[config.mk]
export PLATFORM = sky130hd
export DESIGN_NAME = pm_cap_regs
export DESIGN_NICKNAME = d
export VERILOG_FILES = /design/src/rtl/pm_regs_pkg.sv /design/src/rtl/pm_cap_image.sv /design/src/rtl/pm_ctl_status.sv /design/src/rtl/pm_cap_regs.sv
export SDC_FILE = /design/constraint.sdc
export NUM_CORES = 1
export LEC_CHECK = 0
export ABC_AREA = 1
export BUFFER_PORTS_ARGS = -buffer_cell sky130_fd_sc_hd__buf_4
export CAP_MARGIN = 30
export CORE_UTILIZATION = 42
export CTS_BUF_LIST = sky130_fd_sc_hd__clkbuf_4
export DETAILED_ROUTE_END_ITERATION = 6
export PLACE_DENSITY_LB_ADDON = 0.1
export REMOVE_ABC_BUFFERS = 1
export SLEW_MARGIN = 20
export SYNTH_ARGS = -nofsm -noshare
export SYNTH_HDL_FRONTEND = slang
export SYNTH_SLANG_ARGS = --single-unit
[constraint.sdc]
create_clock -name clk -period 1.2 [get_ports clk]
set_input_delay 0.24 -clock clk [delete_from_list [all_inputs] [get_ports clk]]
set_output_delay 0.24 -clock clk [all_outputs]
set_load 0.005 [all_outputs]
[src/rtl/pm_regs_pkg.sv]
package pm_regs_pkg;
  localparam int WORD_W  = 16;
  localparam int SUP_W   = 5;
  localparam int PS_W    = 2;
  localparam int VER_W   = 3;
  localparam int SUP_LSB = 11;
  localparam int D2_POS  = 10;
  localparam int D1_POS  = 9;
  localparam int DSI_POS = 5;
  localparam int CLK_POS = 3;
  localparam int STAT_POS = 15;
  localparam int EN_POS   = 8;

  typedef enum logic [1:0] {
    SEL_CAP   = 2'd0,
    SEL_CSR   = 2'd1,
    SEL_ALIAS = 2'd2,
    SEL_NONE  = 2'd3
  } cfg_sel_e;

  typedef struct packed {
    logic [SUP_W-1:0] sup;
    logic             d2;
    logic             d1;
    logic             dsi;
    logic             clk_req;
    logic [VER_W-1:0] ver;
  } cap_img_t;
endpackage

[src/rtl/pm_cap_image.sv]
module pm_cap_image
  import pm_regs_pkg::*;
#(
  parameter logic [VER_W-1:0] VER_RESET = 3'b001
) (
  input  logic              clk,
  input  logic              por_n,
  input  logic              ee_load,
  input  logic [WORD_W-1:0] ee_data,
  input  logic              aux_det,
  output logic [WORD_W-1:0] cap_word,
  output logic [SUP_W-1:0]  sup_eff,
  output logic              d1_ok,
  output logic              d2_ok
);
  cap_img_t img;

  always_ff @(posedge clk or negedge por_n) begin
    if (!por_n) begin
      img     <= '0;
      img.ver <= VER_RESET;
    end else if (ee_load) begin
      img.sup     <= ee_data[SUP_LSB +: SUP_W];
      img.d2      <= ee_data[D2_POS];
      img.d1      <= ee_data[D1_POS];
      img.dsi     <= ee_data[DSI_POS];
      img.clk_req <= ee_data[CLK_POS];
      img.ver     <= ee_data[VER_W-1:0];
    end
  end

  // D3cold wake needs auxiliary power as well as the image grant
  assign sup_eff = {img.sup[SUP_W-1] & aux_det, img.sup[SUP_W-2:0]};
  assign d1_ok   = img.d1;
  assign d2_ok   = img.d2;

  always_comb begin
    cap_word                        = '0;
    cap_word[SUP_LSB +: SUP_W]      = sup_eff;
    cap_word[D2_POS]                = img.d2;
    cap_word[D1_POS]                = img.d1;
    cap_word[DSI_POS]               = img.dsi;
    cap_word[CLK_POS]               = img.clk_req & (|sup_eff);
    cap_word[VER_W-1:0]             = img.ver;
  end

  a_r4_d3cold_needs_aux: assert property (@(posedge clk) disable iff (!por_n)
    !aux_det |-> !cap_word[WORD_W-1]);
  a_r5_clk_needs_support: assert property (@(posedge clk) disable iff (!por_n)
    (cap_word[SUP_LSB +: SUP_W] == '0) |-> !cap_word[CLK_POS]);
  a_r2_load_takes_data: assert property (@(posedge clk) disable iff (!por_n)
    ee_load |=> (cap_word[D2_POS:D1_POS] == $past(ee_data[D2_POS:D1_POS])));
endmodule

[src/rtl/pm_ctl_status.sv]
module pm_ctl_status
  import pm_regs_pkg::*;
(
  input  logic              clk,
  input  logic              por_n,
  input  logic              warm_rst_n,
  input  logic              wr_en,
  input  logic [1:0]        wr_be,
  input  logic [PS_W-1:0]   wr_ps,
  input  logic              wr_enable_bit,
  input  logic              wr_status_bit,
  input  logic              wake_evt,
  input  logic [SUP_W-1:0]  sup_eff,
  input  logic              d1_ok,
  input  logic              d2_ok,
  output logic [WORD_W-1:0] csr_word,
  output logic              pme_out
);
  logic            status_q;
  logic            enable_q;
  logic [PS_W-1:0] pstate_q;
  logic            ps_legal;
  logic            keep_flags;

  always_comb begin
    unique case (wr_ps)
      2'b01:   ps_legal = d1_ok;
      2'b10:   ps_legal = d2_ok;
      default: ps_legal = 1'b1;
    endcase
  end

  assign keep_flags = sup_eff[SUP_W-1];

  always_ff @(posedge clk or negedge por_n) begin
    if (!por_n) begin
      status_q <= 1'b0;
      enable_q <= 1'b0;
      pstate_q <= '0;
    end else if (!warm_rst_n) begin
      pstate_q <= '0;
      if (!keep_flags) begin
        status_q <= 1'b0;
        enable_q <= 1'b0;
      end
    end else begin
      if (wr_en && wr_be[0] && ps_legal) pstate_q <= wr_ps;
      if (wr_en && wr_be[1]) enable_q <= wr_enable_bit;
      if (wake_evt) status_q <= 1'b1;
      else if (wr_en && wr_be[1] && wr_status_bit) status_q <= 1'b0;
    end
  end

  always_comb begin
    csr_word              = '0;
    csr_word[STAT_POS]    = status_q;
    csr_word[EN_POS]      = enable_q;
    csr_word[PS_W-1:0]    = pstate_q;
  end

  assign pme_out = status_q & enable_q & sup_eff[pstate_q];

  a_r8_wake_sets: assert property (@(posedge clk) disable iff (!por_n)
    (warm_rst_n && wake_evt) |=> status_q);
  a_r9_w1c_clears: assert property (@(posedge clk) disable iff (!por_n)
    (warm_rst_n && wr_en && wr_be[1] && wr_status_bit && !wake_evt) |=> !status_q);
  a_r6_d1_gate: assert property (@(posedge clk) disable iff (!por_n)
    (warm_rst_n && wr_en && wr_be[0] && wr_ps == 2'b01 && !d1_ok) |=> $stable(pstate_q));
  a_r11_sticky_keep: assert property (@(posedge clk) disable iff (!por_n)
    (!warm_rst_n && keep_flags && status_q) |=> status_q);
  a_r11_plain_clear: assert property (@(posedge clk) disable iff (!por_n)
    (!warm_rst_n && !keep_flags) |=> (!status_q && !enable_q && pstate_q == '0));
endmodule

[src/rtl/pm_cap_regs.sv]
module pm_cap_regs
  import pm_regs_pkg::*;
#(
  parameter logic [VER_W-1:0] VER_RESET = 3'b001
) (
  input  logic              clk,
  input  logic              por_n,
  input  logic              warm_rst_n,
  input  logic [1:0]        cfg_addr,
  input  logic              cfg_wr,
  input  logic [1:0]        cfg_be,
  input  logic [WORD_W-1:0] cfg_wdata,
  output logic [WORD_W-1:0] cfg_rdata,
  input  logic              ee_load,
  input  logic [WORD_W-1:0] ee_data,
  input  logic              aux_det,
  input  logic              wake_evt,
  output logic              pme_out
);
  cfg_sel_e          sel;
  logic [WORD_W-1:0] cap_word;
  logic [WORD_W-1:0] csr_word;
  logic [SUP_W-1:0]  sup_eff;
  logic              d1_ok, d2_ok;
  logic              csr_wr;

  assign sel    = cfg_sel_e'(cfg_addr);
  assign csr_wr = cfg_wr && (sel == SEL_CSR);

  pm_cap_image #(.VER_RESET(VER_RESET)) u_image (
    .clk      (clk),
    .por_n    (por_n),
    .ee_load  (ee_load),
    .ee_data  (ee_data),
    .aux_det  (aux_det),
    .cap_word (cap_word),
    .sup_eff  (sup_eff),
    .d1_ok    (d1_ok),
    .d2_ok    (d2_ok)
  );

  pm_ctl_status u_ctl (
    .clk           (clk),
    .por_n         (por_n),
    .warm_rst_n    (warm_rst_n),
    .wr_en         (csr_wr),
    .wr_be         (cfg_be),
    .wr_ps         (cfg_wdata[PS_W-1:0]),
    .wr_enable_bit (cfg_wdata[EN_POS]),
    .wr_status_bit (cfg_wdata[STAT_POS]),
    .wake_evt      (wake_evt),
    .sup_eff       (sup_eff),
    .d1_ok         (d1_ok),
    .d2_ok         (d2_ok),
    .csr_word      (csr_word),
    .pme_out       (pme_out)
  );

  always_comb begin
    unique case (sel)
      SEL_CAP, SEL_ALIAS: cfg_rdata = cap_word;
      SEL_CSR:            cfg_rdata = csr_word;
      default:            cfg_rdata = '0;
    endcase
  end

  a_r10_pme_needs_support: assert property (@(posedge clk) disable iff (!por_n)
    pme_out |-> (cap_word[SUP_LSB + csr_word[PS_W-1:0]] && csr_word[STAT_POS] && csr_word[EN_POS]));
endmodule

* Word-level counts from Yosys, hierarchy flattened
Cells that the tools add are included.
** Word-level totals
- Register bits :: 16
- Output and inout bits :: 17
** Operators by class
- Order comparisons :: 1
- Equality and inequality tests :: 8
- Mux-type cells :: 12
- Bitwise gates (word level) :: 4
- Reduce and logical (&&, ||, !) cells :: 10
** Operators with widths (number)
- 16-bit one-hot mux with 2 select lines :: 1
- 1-bit 2-to-1 mux :: 7
- 1-bit logical AND :: 5
- 5-bit OR reduction :: 1
- 1-bit AND :: 4
- 2-bit by 1-bit == test with 1-bit output, second input constant :: 2
- 2-bit == test, second input constant :: 2
- 2-bit by 4-bit < comparator with 1-bit output, second input constant :: 1
- 2-bit 2-to-1 mux :: 2
- 2-bit by 1-bit inequality test with 1-bit output, second input constant :: 2
- 2-bit AND reduction :: 2
- 3-bit by 1-bit inequality test with 1-bit output, second input constant :: 1
- 1-bit binary-select mux with 2-bit select :: 1
- 2-bit zero test :: 1
- 2-bit inequality test, second input constant :: 1
- 1-bit one-hot mux with 2 select lines :: 1
- 2-bit OR reduction :: 1

* Depth between registers and ports, before layout
Gate-level depths: netlist of the first run.
- Word-level depth :: 7
- Mapped depth :: 7

* Cells and area by module
A second synthesis of the first run with hierarchy kept.
** Second synthesis, totals
- Cells, all modules :: 189
- Area, all modules :: 1342.5 µm²
** Modules (own cells, without submodules)
- pm_cap_image :: times used 1, cells an instance 77, area each 651.9 µm², sequential area each 301.5 µm²
- pm_ctl_status :: times used 1, cells an instance 55, area each 391.6 µm², sequential area each 100.1 µm²
- pm_cap_regs :: times used 1, cells an instance 57, area each 299.0 µm², sequential area each 0.0 µm²

* Worst setup path after synthesis of the first run
OpenSTA, ideal clock, no wires.
- Path kind :: reg-to-output
- From :: register u_ctl.pstate_q[0]
- To :: output pme_out
- Arrival time :: 0.739 ns
- Required time :: 0.960 ns
- Path slack :: 0.221 ns
- Cell stages (with the launch flop) :: 6
- Path through :: dfrtp_1 > inv_1 > nand2_1 > nand3_1 > nand3_1 > nor2_1
** Between the ends
- Longest elaborated chain between the ends :: 3
** RTL lines
- from (decl) :: RTL line pm_ctl_status.sv:21 : logic [PS_W-1:0] pstate_q;
- from (signal assigned) :: RTL line pm_ctl_status.sv:47 : if (wr_en && wr_be[0] && ps_legal) pstate_q <= wr_ps;
- 1-bit binary-select mux with 2-bit select :: RTL line pm_ctl_status.sv:61 : assign pme_out = status_q & enable_q & sup_eff[pstate_q];
- 1-bit 2-to-1 mux (not written as such) :: RTL line pm_ctl_status.sv:61
- 1-bit AND :: RTL line pm_ctl_status.sv:61
- to (decl) :: RTL line pm_cap_regs.sv:18 : output logic pme_out
Every way passes these cells. The select of a mux whose other input is x is not followed.

* Final worst setup path of the first run
Ends and elaborated chain as after synthesis.

==> flow_summary.toml, run 1 <==
[status]
status = "finished, violations left"
violations = "setup timing"

[worst_setup_path]
worst_setup_path_start_kind = "flop"
end_kind = "output pin"
r2r_start = "u_image.img[11]"
reg2reg_depth = 5
cp.required_ns = 0.96
crit_arrival_ns = 1.20
reg2reg_slack_ns = 0.32
critical_path_class = "flop to output pin"
path_max_fanout = 4
timing.rr.end = "u_ctl.status_q"

[clock_network]
clockBufferDepth = 2
clk_pin_slew_ns = 0.10
numCtsBuffers = 3
insertion_delay_ns = 0.29
htreeDepth = 1
cts.sinks = 16
cts_tree = "done"
cts-root-buf = "clkbuf_4"

[min_path]
min_path_cells = 3
whs_endpoint = "u_image.cap_word[5]"
hold_start = "ee_data[5]"
hold_class = "input pin to flop"

[sta]
max_freq_ghz = 0.695
skew_ns = 0.00248
rsz0062_at_grt = "yes"
setup_ws_ns = -0.240
setup_viol = 9
min_period_ns = 1.44
hold_viol = 0
slew_viol_final = 0
final.period_utilization_pct = 120

[place]
routabilityCongestion = 0.779
place_ws_ns = 0.0517
portBuffers = 40
hpwlAfterDp_um = 1400

[grt]
track_usage_pct = 20.5
first_global_vias = 815
grt_start_max_net_pins = 24
grt_overflow = 0
grt_pass1_wl_um = 3150
grt_antenna_before_repair = 0

[die]
row_count = 16
fp.dieW_um = 47.6
fp.coreArea_mm2 = 0.00196
dieHeight_um = 47.6
pin_count = 60
initial_utilization_pct = 44.5
die_area_mm2 = 0.00226

[drt]
num_vias = 930
wirelength_um = 2060
detail-route-antenna-nets = 0
dr.pass1.iters = 4
vias_per_cell = 4.74
route.detailed.drc = 0
wl_per_cell_um = 10.5
drt_iter0_drc = 4

[power]
powerDensity_mw_per_mm2 = 894
peakVddDrop_mv = 0.704
p_leak_nw = 0.741
power_w = 0.00124

[yosys]
yosysTopAreaCellShare_pct = 43.0
yosysWarnings = 0
synth_seq_area_share_pct = 46.1
synthTopCellsByArea = "dfrtp_1, nand2_1, inv_1, o21ai_0, nor2_1"
avgSynthCellArea_um2 = 7.45
synth.cell_area_um2 = 872
synth_top_area_cell = "dfrtp_1"
synth_cells = 117
synth_cell_type_count = 18
ys_ff_latch = 16

[layout]
nets = 215
area_growth_pct = 59.4
diodes = 0
utilization_pct = 70.9
layout-drive-gt1-share_pct = 47.9

[run]
maxCapViolations = 0
-- where the power goes --
part	internal, W	switching (W)	total (W)	leakage, nW
sequential	0.000584	0.0000281	0.000612	0.197
combinational	0.000183	0.000150	0.000332	0.529
clock	0.000121	0.000177	0.000298	0.0154
total	0.000888	0.000354	0.00124	0.741
-- cells in the mapped netlist (all sizes together) --
library cell,number
buf,5
ha,2
nand3b,1
nand4,3
dfstp,1
o21ai,14
inv,22
nand3,8
dfrtp,15
a21oi,1
nand2,24
nor2,14
conb,1
clkbuf,2
mux2,1
o22ai,3
-- cell type report --
| class | count | area [um2] |
|---|---|---|
| multi-input cells | 74 | 412 |
| fillers | 168 | 572 |
| repair buffers | 53 | 434 |
| flip-flops and latches | 16 | 402 |
| clock inverters | 1 | 3.75 |
| clock buffers | 3 | 22.5 |
| inverters | 22 | 82.6 |
| well taps | 27 | 33.8 |
-- metal layers --
metal	track usage, %	wire (um)
met2	35.3	1030
met5	0	0
met4	14.4	53
met1	22.2	844
met3	4.53	124
-- registers in the layout, indices dropped and copies added, names as in the netlist --
name	count
u_ctl.enable_q	1
u_image.img	2
u_image.d1_ok	1
u_image.cap_word	8
u_ctl.pstate_q	2
u_image.d2_ok	1
u_ctl.status_q	1
-- kinds of logic (layout without fill, tap and decap cells) --
group                      Yosys count  count (layout)  share of synthesized area, %
AOI/OAI and AO/OA                   18              18                          10.8
adders and majority gates            2               2                          2.87
buffers and inverters               29              79                          14.3
DFF                                 16              16                          46.1
muxes                                1               1                          1.29
other                                1               3                         0.430
and+or+nand+nor                     50              50                          24.2
-- worst max path at each step --
stage / from / end / depth (start not counted)
2_1_floorplan: u_ctl.pstate_q[0] / pme_out / 5
3_3_place_gp: u_ctl.pstate_q[0] / pme_out / 6
3_5_place_dp: u_ctl.pstate_q[0] / pme_out / 6
4_1_cts: u_ctl.pstate_q[0] / pme_out / 6
5_1_grt: u_ctl.pstate_q[0] / pme_out / 5
6_report: u_ctl.pstate_q[0] / pme_out / 5
-- through the flow --
stage,cells,setup TNS [ns],hold slack (ns),area [um2]
3_3_place_gp,181,0,0.108,1190
6_report,196,-1.13,0.148,1390
2_1_floorplan,112,0,-0.0556,837
3_5_place_dp,181,0,0.114,1190
4_1_cts,192,-1.08,0.139,1320
5_1_grt,196,-1.77,0.137,1390
-- cells in the final DEF, fill, tap and decap left out, types with 3 or more instances in the layout --
master / instances
nor2_2: 4
buf_4: 43
nand2_1: 21
o22ai_2: 3
nor2_1: 8
buf_6: 9
nand3_1: 6
dfrtp_1: 15
o21ai_0: 12
conb_1: 3
nand4_1: 3
inv_1: 12
nand2_2: 3
clkbuf_4: 3
inv_2: 10
-- what timing repair did --
item / in CTS / in global routing
setup endpoints to repair: 8 / 14
hold buffers: 1 / 0
buffers inserted: 6 / 7
pin swaps: 8 / 7
gates resized for setup: 20 / 19
endpoints found under the hold margin: 15 / 0
-- critical path, cell delays in order (launching register included) --
cell,delay (ns)
dfrtp_1,0.42
inv_2,0.10
o21ai_1,0.06
a21oi_1,0.16
nor2_2,0.05
buf_4,0.13
Power figures use the tool's default switching activity.
==> run 2, diff against run 1 <==
- SETUP_SLACK_MARGIN: default -> 0.02
==> run 2 against run 1 <==
Effect of this change: the flow still finishes with violations (setup timing); power is 1.2% higher; global-route usage stayed put; sequential share of layout area is 0.46 points lower; sequential power hardly changed; final area is 1.6% higher; maximum frequency hardly changed; setup slack hardly changed; critical path depth stayed put; clock-buffer cell count stayed put; utilization is 1.1 points higher.
==> flow_summary.toml, run 2 (synthesized netlist as in run 1, its figures left out) <==
[sta]
max_freq_ghz = 0.695
skew_ns = 0.00544
min_period_ns = 1.44
setup_ws_ns = -0.239
hold_viol = 0
slew_viol_final = 0
fin_tns_setup_ns = -1.14
rsz0062_at_grt = "yes"
setup_viol = 9
final.period_utilization_pct = 120

[layout]
area_growth_pct = 62.0
layout_common_cells = "buf_4, nand2_1, dfrtp_1"
diodes = 0
final_cells = 198
utilization_pct = 72.0
regArea_um2 = 402
largest_reg_flops = 8
layout-drive-gt1-share_pct = 50.3
multi_input_area_um2 = 419
design_area_mm2 = 0.00141
nets = 217
layout_commonest_cell = "buf_4"
nFillCells = 166

[power]
p_switching_w = 0.000361
p_seq_share_pct = 48.7
p_leak_nw = 0.750
combinationalPowerShare_pct = 27.4
clkPwrFrac_pct = 23.9
powerDensity_mw_per_mm2 = 890
peakVddDrop_mv = 0.711
swShare_pct = 28.7
intPower_w = 0.000896

[place]
dpl_cell_area_mm2 = 0.00119
hpwlAfterDp_um = 1400
routabilityCongestion = 0.779
portBuffers = 40
post-place-cells = 181

[drt]
drt_iter0_drc = 5
wl_per_cell_um = 10.5
route.detailed.drc = 0
dr.pass1.iters = 4
num_vias = 935
detail-route-antenna-nets = 0
wirelength_um = 2080
vias_per_cell = 4.72

[clock_network]
clockBufferDepth = 2
numCtsBuffers = 3
htreeDepth = 1
cts_tree = "done"
clk_pin_slew_ns = 0.10
cts-root-buf = "clkbuf_4"
cts.sinks = 16
insertion_delay_ns = 0.29

[worst_setup_path]
crit_arrival_ns = 1.20
cp.required_ns = 0.96
path_max_fanout = 4
worst_setup_path_start_kind = "flop"
critical_path_class = "flop to output pin"
path_cells = "inv_2, o21ai_1, a21oi_1, nor2_2, buf_4"
slowest_stage = "dfrtp_1"
end_kind = "output pin"
critPathMaxStageDelay_ns = 0.42

[grt]
grt_pass1_wl_um = 3150
grt_antenna_before_repair = 0
track_usage_pct = 20.5
first_global_vias = 815
grt_start_max_net_pins = 24
grt_overflow = 0

[die]
fp.coreArea_mm2 = 0.00196
initial_utilization_pct = 44.5
row_count = 16
dieHeight_um = 47.6
pin_count = 60
fp.dieW_um = 47.6
die_area_mm2 = 0.00226

[run]
maxCapViolations = 0

[min_path]
hold_class = "input pin to flop"

[status]
violations = "setup timing"
status = "finished, violations left"
-- run 2: changes by cell type in the layout (fill, tap and decap cells not counted) --
cell	previous run	this run
buf_4	43	45
nor2_1	8	5
nor2_2	4	7
-- run 2: worst max-delay path, delay by kind of cell, from the launching register on --
family          cells  cell delay [ns]
compound gates      2             0.22
buf+inv             2             0.23
flops               1             0.42
simple gates        1             0.05
-- run 2: routing by layer --
layer	global-route usage [%]	share of wire (%)	wire length, um	up-vias
met3	4.53	5.7	119	6
met1	22.2	40	837	430
li1	-	-	-	470
met4	14.4	2.5	53	0
met5	0	0	0	-
met2	35.3	51	1070	29
-- run 2: final cells by class --
class,count,area share (%)
clock buffer,3,1.59
clock inverter,1,0.266
inverter,22,5.85
multi-input combinational,74,29.7
sequential,16,28.4
tap,27,2.39
timing repair buffer,55,31.8
-- run 2: power groups by stage --
stage          Combinational [W]  Clock (W)  Sequential [W]
3_3_place_gp            0.000257          0        0.000614
2_1_floorplan           0.000101          0        0.000609
3_5_place_dp            0.000264          0        0.000615
4_1_cts                 0.000306   0.000309        0.000608
6_report                0.000345   0.000301        0.000612
5_1_grt                 0.000387   0.000334        0.000618
-- run 2: what timing repair did --
action                     CTS  global route
pin swaps                    8             7
hold endpoints to repair    15             0
setup endpoints to repair    9            14
hold buffers                 1             0
buffers inserted             6             9
gates resized for setup     20            22
-- run 2: worst paths after layout --
kind,depth (start not counted),endpoint,from,slack (ns)
min,3,u_image.cap_word[5],ee_data[5],0.14
max reg2reg,5,u_ctl.status_q,u_image.img[11],0.33
max,5,pme_out,u_ctl.pstate_q[0],-0.24
max in group asynchronous,2,u_image.cap_word[0],por_n,0.63
min in group asynchronous,2,u_image.img[3],por_n,0.33
min reg2reg,2,u_image.cap_word[0],u_image.cap_word[0],0.49
-- run 2: through the flow --
step / hold slack [ns] / setup WS, ns / power, W
after global placement: 0.108 / 0.0529 / 0.000871
after floorplan: -0.0556 / 0.221 / 0.000711
after detailed placement: 0.114 / 0.0517 / 0.000879
final: 0.144 / -0.239 / 0.00126
after CTS: 0.139 / -0.224 / 0.00122
after global routing: 0.137 / -0.333 / 0.00134
==> run 3, diff against run 2 <==
- CORE_ASPECT_RATIO: default -> 1.4
- clock period: 1.2 -> 1.53 ns (I/O delays scaled with it)
==> run 3 against run 2 <==
Effect of this change: the flow now finishes without violations; clock power is 18% lower; sequential power down 22%; critical endpoint unchanged; register-to-register slack gained 0.33 ns; via count decreased by 6.1%; die area rose by 0.12%.
==> flow_summary.toml, run 3 (synthesized netlist as in run 1, its figures left out) <==
[run]
maxCapViolations = 0

[drt]
route.detailed.drc = 0
vias_per_cell = 4.77
drt_iter0_drc = 7
detail-route-antenna-nets = 0
wl_per_cell_um = 10.3
num_vias = 878
dr.pass1.iters = 4
wirelength_um = 1900

[layout]
area_growth_pct = 46.5
final_cells = 184
nets = 209
regArea_um2 = 402
nFillCells = 190
diodes = 0
largest_reg_flops = 8
layout_commonest_cell = "buf_4"
layout_common_cells = "buf_4, nand2_1, inv_1"
multi_input_area_um2 = 378
layout-drive-gt1-share_pct = 39.3

[power]
powerDensity_mw_per_mm2 = 744
p_leak_nw = 0.705
p_switching_w = 0.000251
power_w = 0.000950
intPower_w = 0.000700
swShare_pct = 26.4
combinationalPowerShare_pct = 23.7
peakVddDrop_mv = 0.569
p_seq_share_pct = 50.4
clkPwrFrac_pct = 25.9

[place]
portBuffers = 40
post-place-cells = 173
hpwlAfterDp_um = 1420
routabilityCongestion = 0.760

[clock_network]
numCtsBuffers = 3
cts_tree = "done"
clockBufferDepth = 2
cts.sinks = 16
insertion_delay_ns = 0.28
htreeDepth = 1
cts-root-buf = "clkbuf_4"
clk_pin_slew_ns = 0.09

[sta]
slew_viol_final = 0
final.period_utilization_pct = 97.6
hold_viol = 0
setup_viol = 0
rsz0062_at_grt = "yes"
skew_ns = 0.000598
min_period_ns = 1.49
max_freq_ghz = 0.669

[worst_setup_path]
path_max_fanout = 2
timing.rr.end = "u_ctl.enable_q"
reg2reg_slack_ns = 0.66
end_kind = "output pin"
r2r_start = "u_image.img[11]"
critical_path_class = "flop to output pin"
reg2reg_depth = 5
cp.required_ns = 1.22
crit_arrival_ns = 1.19
worst_setup_path_start_kind = "flop"

[die]
pin_count = 60
fp.coreArea_mm2 = 0.00195
initial_utilization_pct = 44.7
fp.dieW_um = 40.5
row_count = 19
die_area_mm2 = 0.00227
dieHeight_um = 55.9

[min_path]
hold_start = "ee_data[10]"
min_path_cells = 3
whs_endpoint = "u_image.d2_ok"
hold_class = "input pin to flop"

[grt]
track_usage_pct = 18.6
grt_start_max_net_pins = 24
grt_overflow = 0
first_global_vias = 764
grt_pass1_wl_um = 2980
grt_antenna_before_repair = 0

[status]
status = "completed"
[run 3: timing repair]
action	CTS	global route
hold buffers	1	0
resized for setup	2	12
gates cloned	0	0
buffers inserted	0	6
hold endpoints to repair	15	0
endpoints found under the setup margin	2	2
pin swaps	0	4
[run 3: worst max-delay path by stage]
stage | start | end | slack [ns]
2_1_floorplan | u_ctl.pstate_q[0] | pme_out | 0.49
3_3_place_gp | aux_det | cfg_rdata[3] | 0.24
3_5_place_dp | aux_det | cfg_rdata[3] | 0.24
4_1_cts | u_image.img[11] | cfg_rdata[3] | 0.000007
5_1_grt | u_image.cap_word[11] | cfg_rdata[3] | -0.04
6_report | u_image.cap_word[12] | pme_out | 0.04
[run 3: critical path, cell delays in order, from the launching register on]
cell	delay (ns)
dfrtp_1	0.41
buf_4	0.14
nand2_1	0.07
nand3_2	0.08
nand3_2	0.05
nor2_1	0.04
buf_4	0.13
[run 3: cell type report]
| cell class | count | share of cell area (%) |
|---|---|---|
| multi-input combinational | 74 | 29.6 |
| inverter | 22 | 6.46 |
| tap | 21 | 2.06 |
| clock buffer | 4 | 2.35 |
| timing repair buffer | 47 | 28.1 |
| sequential | 16 | 31.4 |
[run 3: power by group through the flow]
stage / logic, W / clock network, W / registers (W)
after floorplan: 0.0000794 / 0 / 0.000478
after global placement: 0.000196 / 0 / 0.000481
after detailed placement: 0.000199 / 0 / 0.000484
after CTS: 0.000203 / 0.000254 / 0.000476
after global routing: 0.000253 / 0.000285 / 0.000484
final: 0.000225 / 0.000247 / 0.000479
[run 3: through the flow]
step                hold WS [ns]  setup TNS (ns)  util (%)  setup WS [ns]  area, um2
global route               0.217         -0.0804      65.5        -0.0423       1280
finish                     0.224               0      65.5         0.0363       1280
CTS                        0.221               0      61.9     0.00000677       1210
floorplan                 0.0104               0         -          0.485        837
detailed placement         0.175               0      59.7          0.242       1160
global placement           0.175               0      59.7          0.244       1160
[run 3: layer usage]
metal | track usage (%) | wire length (um)
met1 | 21.5 | 798
met2 | 31.3 | 980
met4 | 8.57 | 29
met5 | 0 | 0
met3 | 2.40 | 95
